**config.mk**
```make
export PLATFORM = sky130hd
export DESIGN_NAME = dmac2ch
export DESIGN_NICKNAME = d
export VERILOG_FILES = /design/src/rtl/dmac_pkg.sv /design/src/rtl/dmac_chan.sv /design/src/rtl/dmac_arb.sv /design/src/rtl/dmac_xfer.sv /design/src/rtl/dmac2ch.sv
export SDC_FILE = /design/constraint.sdc
export NUM_CORES = 1
export LEC_CHECK = 0
export ABC_AREA = 1
export BUFFER_PORTS_ARGS = -buffer_cell sky130_fd_sc_hd__buf_2
export CORE_UTILIZATION = 55
export CTS_BUF_LIST = sky130_fd_sc_hd__clkbuf_16
export CTS_CLUSTER_SIZE = 20
export DETAILED_ROUTE_END_ITERATION = 10
export PLACE_DENSITY = 0.79
export SYNTH_ARGS = -nofsm -noshare
export SYNTH_HDL_FRONTEND = slang
export SYNTH_SLANG_ARGS = --single-unit
```
**constraint.sdc**
```tcl
create_clock -name clk -period 2.9 [get_ports clk]
set_clock_uncertainty 0.1 [all_clocks]
set_input_delay 0.58 -clock clk [delete_from_list [all_inputs] [get_ports clk]]
set_output_delay 0.58 -clock clk [all_outputs]
set_load 0.01 [all_outputs]
```
**src/rtl/dmac_pkg.sv**
```systemverilog
package dmac_pkg;

   typedef enum logic [1:0] {
      XS_IDLE = 2'd0,
      XS_REQ  = 2'd1,
      XS_RD   = 2'd2,
      XS_WR   = 2'd3
   } xfer_state_t;

endpackage

```
**src/rtl/dmac_chan.sv**
```systemverilog
module dmac_chan #(
   parameter int PTR_W     = 20,
   parameter int CNT_W     = 16,
   parameter int WIDE_STEP = 2
) (
   input  logic             clk,
   input  logic             rst_n,
   input  logic             req_in,
   input  logic             en_wr,
   input  logic             en_wdata,
   input  logic             one_shot,
   input  logic             unit16,
   input  logic             adv_src,
   input  logic             load,
   input  logic [PTR_W-1:0] load_src,
   input  logic [PTR_W-1:0] load_dst,
   input  logic [CNT_W-1:0] load_cnt,
   input  logic             start,
   input  logic             commit,
   output logic             pend,
   output logic             en,
   output logic [PTR_W-1:0] rd_addr,
   output logic [PTR_W-1:0] wr_addr,
   output logic             done
);

   localparam logic [CNT_W-1:0] CNT_ONE = CNT_W'(1);

   logic [PTR_W-1:0] src_q, dst_q, fwd_q;
   logic [CNT_W-1:0] cnt_q, rld_q;
   logic             en_q, pend_q, done_q;
   logic             term;
   logic [PTR_W-1:0] step, base_fwd;

   assign term     = (cnt_q == CNT_ONE);
   assign step     = unit16 ? PTR_W'(WIDE_STEP) : PTR_W'(1);
   assign base_fwd = adv_src ? src_q : dst_q;

   always_ff @(posedge clk or negedge rst_n) begin
      if (!rst_n) begin
         src_q <= '0;
         dst_q <= '0;
         fwd_q <= '0;
         cnt_q <= '0;
         rld_q <= '0;
      end else if (load) begin
         src_q <= load_src;
         dst_q <= load_dst;
         fwd_q <= adv_src ? load_src : load_dst;
         cnt_q <= load_cnt;
         rld_q <= load_cnt;
      end else if (commit) begin
         fwd_q <= term ? base_fwd : fwd_q + step;
         cnt_q <= term ? rld_q : cnt_q - CNT_ONE;
      end
   end

   always_ff @(posedge clk or negedge rst_n) begin
      if (!rst_n) begin
         en_q   <= 1'b0;
         pend_q <= 1'b0;
         done_q <= 1'b0;
      end else begin
         if (en_wr)
            en_q <= en_wdata;
         else if (commit && term && one_shot)
            en_q <= 1'b0;
         if (load)
            pend_q <= 1'b0;
         else
            pend_q <= en_q & ((pend_q & ~start) | req_in);
         done_q <= commit & term;
      end
   end

   assign pend    = pend_q;
   assign en      = en_q;
   assign done    = done_q;
   assign rd_addr = adv_src ? fwd_q : src_q;
   assign wr_addr = adv_src ? dst_q : fwd_q;

   // terminal transfer in one-shot mode leaves the channel disabled
   a_r10_oneshot_clear: assert property (@(posedge clk) disable iff (!rst_n)
      (commit && term && one_shot && !en_wr) |=> !en_q);

   // the terminal pulse lasts one cycle
   a_r9_done_single: assert property (@(posedge clk) disable iff (!rst_n)
      done_q |=> !done_q);

   // a started transfer consumes the merged pending request
   a_r5_pend_consumed: assert property (@(posedge clk) disable iff (!rst_n)
      (start && !req_in) |=> !pend_q);

endmodule

```
**src/rtl/dmac_arb.sv**
```systemverilog
module dmac_arb #(
   parameter int NCH = 2,
   localparam int IDX_W = (NCH > 1) ? $clog2(NCH) : 1
) (
   input  logic [NCH-1:0]   req,
   output logic [IDX_W-1:0] idx,
   output logic             any
);

   always_comb begin
      idx = '0;
      for (int i = NCH - 1; i >= 0; i--) begin
         if (req[i]) idx = IDX_W'(i);
      end
   end

   assign any = |req;

endmodule

```
**src/rtl/dmac_xfer.sv**
```systemverilog
module dmac_xfer
   import dmac_pkg::*;
#(
   parameter int NCH    = 2,
   parameter int PTR_W  = 20,
   parameter int DATA_W = 16,
   localparam int IDX_W = (NCH > 1) ? $clog2(NCH) : 1
) (
   input  logic                        clk,
   input  logic                        rst_n,
   input  logic [NCH-1:0]              req_v,
   input  logic [IDX_W-1:0]            pick_idx,
   input  logic                        pick_any,
   input  logic                        gnt,
   input  logic [NCH-1:0][PTR_W-1:0]   rd_addr_v,
   input  logic [NCH-1:0][PTR_W-1:0]   wr_addr_v,
   input  logic [NCH-1:0]              wide_v,
   input  logic [DATA_W-1:0]           rdata,
   output logic [NCH-1:0]              start,
   output logic [NCH-1:0]              commit,
   output logic                        bus_req,
   output logic [PTR_W-1:0]            bus_addr,
   output logic                        bus_rd,
   output logic                        bus_wr,
   output logic                        bus_wide,
   output logic [DATA_W-1:0]           bus_wdata
);

   xfer_state_t        state_q;
   logic [IDX_W-1:0]   cur_q;
   logic [DATA_W-1:0]  latch_q;

   always_ff @(posedge clk or negedge rst_n) begin
      if (!rst_n) begin
         state_q <= XS_IDLE;
         cur_q   <= '0;
         latch_q <= '0;
      end else begin
         unique case (state_q)
            XS_IDLE: if (pick_any) begin
               cur_q   <= pick_idx;
               state_q <= XS_REQ;
            end
            XS_REQ:  if (gnt) state_q <= XS_RD;
            XS_RD: begin
               latch_q <= wide_v[cur_q] ? rdata
                                        : {{(DATA_W-8){1'b0}}, rdata[7:0]};
               state_q <= XS_WR;
            end
            XS_WR:   state_q <= XS_IDLE;
            default: state_q <= XS_IDLE;
         endcase
      end
   end

   always_comb begin
      for (int i = 0; i < NCH; i++) begin
         start[i]  = (state_q == XS_REQ) && gnt && (cur_q == IDX_W'(i));
         commit[i] = (state_q == XS_WR) && (cur_q == IDX_W'(i));
      end
   end

   assign bus_req   = (state_q != XS_IDLE);
   assign bus_rd    = (state_q == XS_RD);
   assign bus_wr    = (state_q == XS_WR);
   assign bus_addr  = bus_rd ? rd_addr_v[cur_q] : (bus_wr ? wr_addr_v[cur_q] : '0);
   assign bus_wide  = (bus_rd || bus_wr) && wide_v[cur_q];
   assign bus_wdata = bus_wr ? latch_q : '0;

   // strobes only under grant, never together, write right after read
   a_r7_strobe_granted: assert property (@(posedge clk) disable iff (!rst_n)
      (bus_rd || bus_wr) |-> (gnt && bus_req));
   a_r7_exclusive: assert property (@(posedge clk) disable iff (!rst_n)
      $onehot0({bus_rd, bus_wr}));
   a_r7_write_after_read: assert property (@(posedge clk) disable iff (!rst_n)
      bus_wr |-> $past(bus_rd));

   // channel 0 wins whenever it is pending at selection time
   a_r6_priority: assert property (@(posedge clk) disable iff (!rst_n)
      (state_q == XS_IDLE && req_v[0]) |=> (cur_q == '0));

endmodule

```
**src/rtl/dmac2ch.sv**
```systemverilog
module dmac2ch #(
   parameter int NCH    = 2,
   parameter int NIRQ   = 4,
   parameter int PTR_W  = 20,
   parameter int CNT_W  = 16,
   parameter int DATA_W = 16,
   localparam int SEL_W = $clog2(NIRQ + 1),
   localparam int IDX_W = (NCH > 1) ? $clog2(NCH) : 1
) (
   input  logic                        clk,
   input  logic                        rst_n,
   input  logic [NCH-1:0]              sw_req,
   input  logic [NIRQ-1:0]             irq_req,
   input  logic [NCH-1:0][SEL_W-1:0]   trig_sel,
   input  logic [NCH-1:0]              en_wr,
   input  logic [NCH-1:0]              en_wdata,
   input  logic [NCH-1:0]              one_shot,
   input  logic [NCH-1:0]              unit16,
   input  logic [NCH-1:0]              adv_src,
   input  logic [NCH-1:0]              cfg_load,
   input  logic [PTR_W-1:0]            load_src,
   input  logic [PTR_W-1:0]            load_dst,
   input  logic [CNT_W-1:0]            load_cnt,
   output logic [NCH-1:0]              chan_en,
   output logic [NCH-1:0]              done,
   output logic                        bus_req,
   input  logic                        bus_gnt,
   output logic [PTR_W-1:0]            bus_addr,
   output logic                        bus_rd,
   output logic                        bus_wr,
   output logic                        bus_wide,
   output logic [DATA_W-1:0]           bus_wdata,
   input  logic [DATA_W-1:0]           bus_rdata
);

   localparam int WIDE_STEP = DATA_W / 8;

   if (NCH < 1)                          begin : g_bad_nch   $error("NCH must be at least 1"); end
   if (NIRQ < 1)                         begin : g_bad_nirq  $error("NIRQ must be at least 1"); end
   if (PTR_W < 4)                        begin : g_bad_ptr   $error("PTR_W too small"); end
   if (CNT_W < 2)                        begin : g_bad_cnt   $error("CNT_W too small"); end
   if (DATA_W < 16 || DATA_W % 8 != 0)   begin : g_bad_data  $error("DATA_W must be a byte multiple of at least 16"); end

   logic [NCH-1:0]             pend, req_in, start, commit, ready;
   logic [NCH-1:0][PTR_W-1:0]  rd_addr_v, wr_addr_v;
   logic [IDX_W-1:0]           pick_idx;
   logic                       pick_any;

   for (genvar c = 0; c < NCH; c++) begin : g_ch
      logic irq_hit;

      always_comb begin
         irq_hit = 1'b0;
         for (int k = 0; k < NIRQ; k++) begin
            if (trig_sel[c] == SEL_W'(k + 1)) irq_hit = irq_req[k];
         end
      end

      assign req_in[c] = sw_req[c] | irq_hit;
      assign ready[c]  = pend[c] & chan_en[c];

      dmac_chan #(
         .PTR_W     (PTR_W),
         .CNT_W     (CNT_W),
         .WIDE_STEP (WIDE_STEP)
      ) u_chan (
         .clk      (clk),
         .rst_n    (rst_n),
         .req_in   (req_in[c]),
         .en_wr    (en_wr[c]),
         .en_wdata (en_wdata[c]),
         .one_shot (one_shot[c]),
         .unit16   (unit16[c]),
         .adv_src  (adv_src[c]),
         .load     (cfg_load[c]),
         .load_src (load_src),
         .load_dst (load_dst),
         .load_cnt (load_cnt),
         .start    (start[c]),
         .commit   (commit[c]),
         .pend     (pend[c]),
         .en       (chan_en[c]),
         .rd_addr  (rd_addr_v[c]),
         .wr_addr  (wr_addr_v[c]),
         .done     (done[c])
      );
   end

   dmac_arb #(.NCH(NCH)) u_arb (
      .req (ready),
      .idx (pick_idx),
      .any (pick_any)
   );

   dmac_xfer #(
      .NCH    (NCH),
      .PTR_W  (PTR_W),
      .DATA_W (DATA_W)
   ) u_xfer (
      .clk       (clk),
      .rst_n     (rst_n),
      .req_v     (ready),
      .pick_idx  (pick_idx),
      .pick_any  (pick_any),
      .gnt       (bus_gnt),
      .rd_addr_v (rd_addr_v),
      .wr_addr_v (wr_addr_v),
      .wide_v    (unit16),
      .rdata     (bus_rdata),
      .start     (start),
      .commit    (commit),
      .bus_req   (bus_req),
      .bus_addr  (bus_addr),
      .bus_rd    (bus_rd),
      .bus_wr    (bus_wr),
      .bus_wide  (bus_wide),
      .bus_wdata (bus_wdata)
   );

   // a disabled channel never raises a transfer start
   a_r4_disabled_quiet: assert property (@(posedge clk) disable iff (!rst_n)
      (|(start & ~chan_en & ~$past(chan_en))) |-> 1'b0);

endmodule

```
==> out/results.ini <==
[global_route]
grt.total_usage_pct=35.4
gr-max-usage-layer=met2
use_met3_pct=7.10
grt_pass1_wl_um=68400
overflow=0
use_met1_pct=51.9
grt_pass1_vias=12500
antenna_found_initial=5
grt_max_degree=73
gr-usage-met2_pct=52.3

[power_and_ir_drop]
peakVddDrop_v=0.000503
clkPwrFrac_pct=23.6
powerDensity_nw_per_um2=806
p_sw_mw=5.24
p_int_mw=6.94
swShare_pct=43.0
p_total_mw=12.2
comb_power_share_pct=40.9
leakagePower_nw=7.52
p_seq_share_pct=35.5

[cells_and_area]
area_growth_pct=12.1
ff_latch_area_sq_um=5230
fin_area_sq_um=15100
layout.nets=2130
drive_gt1_share_pct=14.0
multiInputGateArea_sq_um=6850
fillerInstances=2109

[detailed_routing]
drt-wirelength-per-cell_um=18.3
drt_pass1_iterations=6
routed_via_density=5.78
routed_wl_um=43300
drc=0
drt_iter0_drc=2051
ant_nets=0
vias=13600

[cts]
clock_path_buffers=3
cts_root_buf=clkbuf_16
htreeDepth=1
clkTransAtPathRegs_ps=60
post_cts.repair.setup_buffers=0
worst_skew_pair.late_latency_ps=520
cts_buffers=25
cts_sinks=209
cts_tree=yes

[logic_synthesis]
yosys.area.top_type=dfrtp_1
synth_seq_cells=209
synth_area_sq_um=13500
synthesis.nets=2042
synth_edf_count=0
yosysMostFrequentCell=nand2_1
yosys_most_used_dff=dfrtp_1
synthDistinctLibCells=49
synth_top_cells_by_count=nand2_1, o21ai_0, dfrtp_1
synth_top_area_share_pct=38.8
async_flop_share_pct=100
synthTopCellsByArea=dfrtp_1, nand2_1, o21ai_0, inv_1, a21oi_1
syn_inst=1929
syn_area_per_cell_sq_um=6.99
synth_warnings=0
ys_seq_area_share_pct=38.8

[placement]
place_congestion=0.956
io_buffers=142
dp_hpwl_um=31300
placed_cell_area_sq_um=14300

[floorplanning]
die_area_sq_um=25100
start_util_pct=56.8
die_w_um=159
core_area_sq_um=23800
ios=143
rows=56
dieHeight_um=159

[critical_path]
cp_max_fo=41
crit_slowest_cell=dfrtp_1
cpPeakStageDelay_ps=410
crit_required_ps=2220
cp_top_family=buffers and inverters
reg2reg_setup_slack_ps=590
crit_arrival_ps=2150
cp-end-kind=output pin
crit_chain=inv_1, ha_1, clkinv_1, buf_12, a211oi_1, a31oi_1, buf_2
path_buf_inv=4
setup.worst_path.class=reg -> out
setup.worst_path.start_class=register

[outcome]
status=finished clean

[timing]
tightest_slew_ps=845
period_minus_slack_ps=2830
slew_headroom_pct=43.4
min_period_over_period_pct=97.7
slew_viol_final=0
clock.fmax_mhz=353
rsz0062_at_grt=yes
setup_viol=0
hold_viol_final=0

[flow_run]
drv_cap=0

[min_path]
worst_hold_path_type=in -> reg

-- worst reg2reg max path, stage by stage (launching register included) --
cell,delay (ps)
dfrtp_1,370
inv_1,70
ha_1,190
inv_1,100
nor2_1,50
nand4_1,70
nand2b_1,500
buf_4,350
o21ai_0,130
a21oi_1,170
o21ai_1,80
-- cells by family after synthesis --
group,share of synthesized area (%)
flip-flops,38.8
XOR/XNOR,1.69
AND/OR/NAND/NOR,25.0
adder cells (fa/ha/maj),1.41
AO/OA/AOI/OAI,22.6
buffers and inverters,10.6
-- power by group through the flow --
stage | Clock, mW | Sequential, mW | Combinational, mW
2_1_floorplan | 0 | 4.05 | 3.49
3_3_place_gp | 0 | 4.30 | 4.74
3_5_place_dp | 0 | 4.32 | 4.84
4_1_cts | 2.90 | 4.28 | 4.90
5_1_grt | 3.04 | 4.41 | 5.51
6_report | 2.88 | 4.33 | 4.98
-- layout by cell type (no fill, tap or decap), types with 3 or more instances in the layout --
| cell type | Yosys | final |
|---|---|---|
| dfrtp_1 | 209 | 208 |
| inv_1 | 196 | 197 |
| nand2_1 | 557 | 557 |
| buf_2 | 37 | 139 |
| o221ai_1 | 5 | 5 |
| buf_4 | 11 | 31 |
| diode_2 | 0 | 6 |
| a21oi_2 | 9 | 9 |
| a22oi_1 | 4 | 4 |
| buf_12 | 0 | 6 |
| o21ai_1 | 35 | 36 |
| inv_4 | 1 | 3 |
| ha_1 | 12 | 11 |
| nand2_2 | 9 | 8 |
| clkinv_2 | 0 | 4 |
| o22ai_1 | 10 | 10 |
| o211ai_1 | 34 | 34 |
| nand3_1 | 64 | 64 |
| a21oi_1 | 144 | 144 |
| nor2_4 | 6 | 6 |
| nor2_1 | 118 | 118 |
| nand3_2 | 8 | 8 |
| a31oi_1 | 28 | 28 |
| inv_2 | 14 | 13 |
| o211ai_2 | 5 | 5 |
| o21bai_1 | 12 | 12 |
| o21ai_0 | 234 | 233 |
| xor2_1 | 23 | 23 |
| xnor2_1 | 3 | 3 |
| nand4_1 | 9 | 9 |
| clkinv_1 | 0 | 11 |
| nor2_2 | 15 | 15 |
| nor3_1 | 12 | 12 |
| clkbuf_16 | 0 | 25 |
| a211oi_1 | 13 | 13 |
-- state kept, by name (all words and copies together), names as in the netlist --
name	cells
g_ch.u_chan.dst_q	40
u_xfer.cur_q	1
g_ch.u_chan.fwd_q	40
u_xfer.latch_q	16
g_ch.u_chan.rld_q	32
g_ch.u_chan.done	2
u_xfer.state_q	2
g_ch.u_chan.src_q	40
g_ch.u_chan.pend	2
g_ch.u_chan.en	2
g_ch.u_chan.cnt_q	32
-- layout make-up --
cell class	count	share of cell area, %
multi-input combinational	1391	45.3
tap	319	2.64
clock inverter	19	0.704
timing repair buffer	179	7.18
clock buffer	25	4.14
sequential	209	34.6
antenna	6	0.0994
inverter	211	5.29
-- routing by layer --
layer / wire length, um / part of all wire [%] / vias to the layer above
met1: 18400 / 42 / 6389
met5: 0 / 0 / -
met2: 19000 / 44 / 680
li1: - / - / 6485
met3: 4670 / 11 / 87
met4: 1260 / 2.9 / 0
-- metrics by stage --
step | util [%] | hold slack [ps] | setup slack [ps] | instances | setup TNS (ps)
after global placement | 60.3 | 348 | 370 | 2308 | 0
after global routing | 63.6 | 153 | -11.1 | 2358 | -11.1
after floorplan | - | 184 | 558 | 1929 | 0
after detailed placement | 60.3 | 357 | 278 | 2308 | 0
final | 63.6 | 162 | 66.9 | 2359 | 0
after CTS | 63.5 | 154 | 24.1 | 2353 | 0
-- repair_timing --
action / CTS / global route
hold endpoints to repair: 67 / 0
pin swaps: 1 / 2
endpoints found under the setup margin: 10 / 10
hold buffers: 1 / 0
gates resized for setup: 4 / 5
-- worst paths after layout --
kind	depth (start not counted)	end	from
worst max-delay path	7	bus_addr[3]	u_xfer.state_q[0]
worst max register to register	10	g_ch[0].u_chan.fwd_q[3]	g_ch[0].u_chan.cnt_q[1]
max in group asynchronous	3	g_ch[0].u_chan.dst_q[12]	rst_n
worst min register to register	2	g_ch[1].u_chan.rld_q[13]	g_ch[1].u_chan.rld_q[13]
worst min-delay path	3	u_xfer.latch_q[1]	bus_rdata[1]
min in group asynchronous	2	g_ch[0].u_chan.rld_q[9]	rst_n
Note: power is estimated with default switching activity, not from simulation.
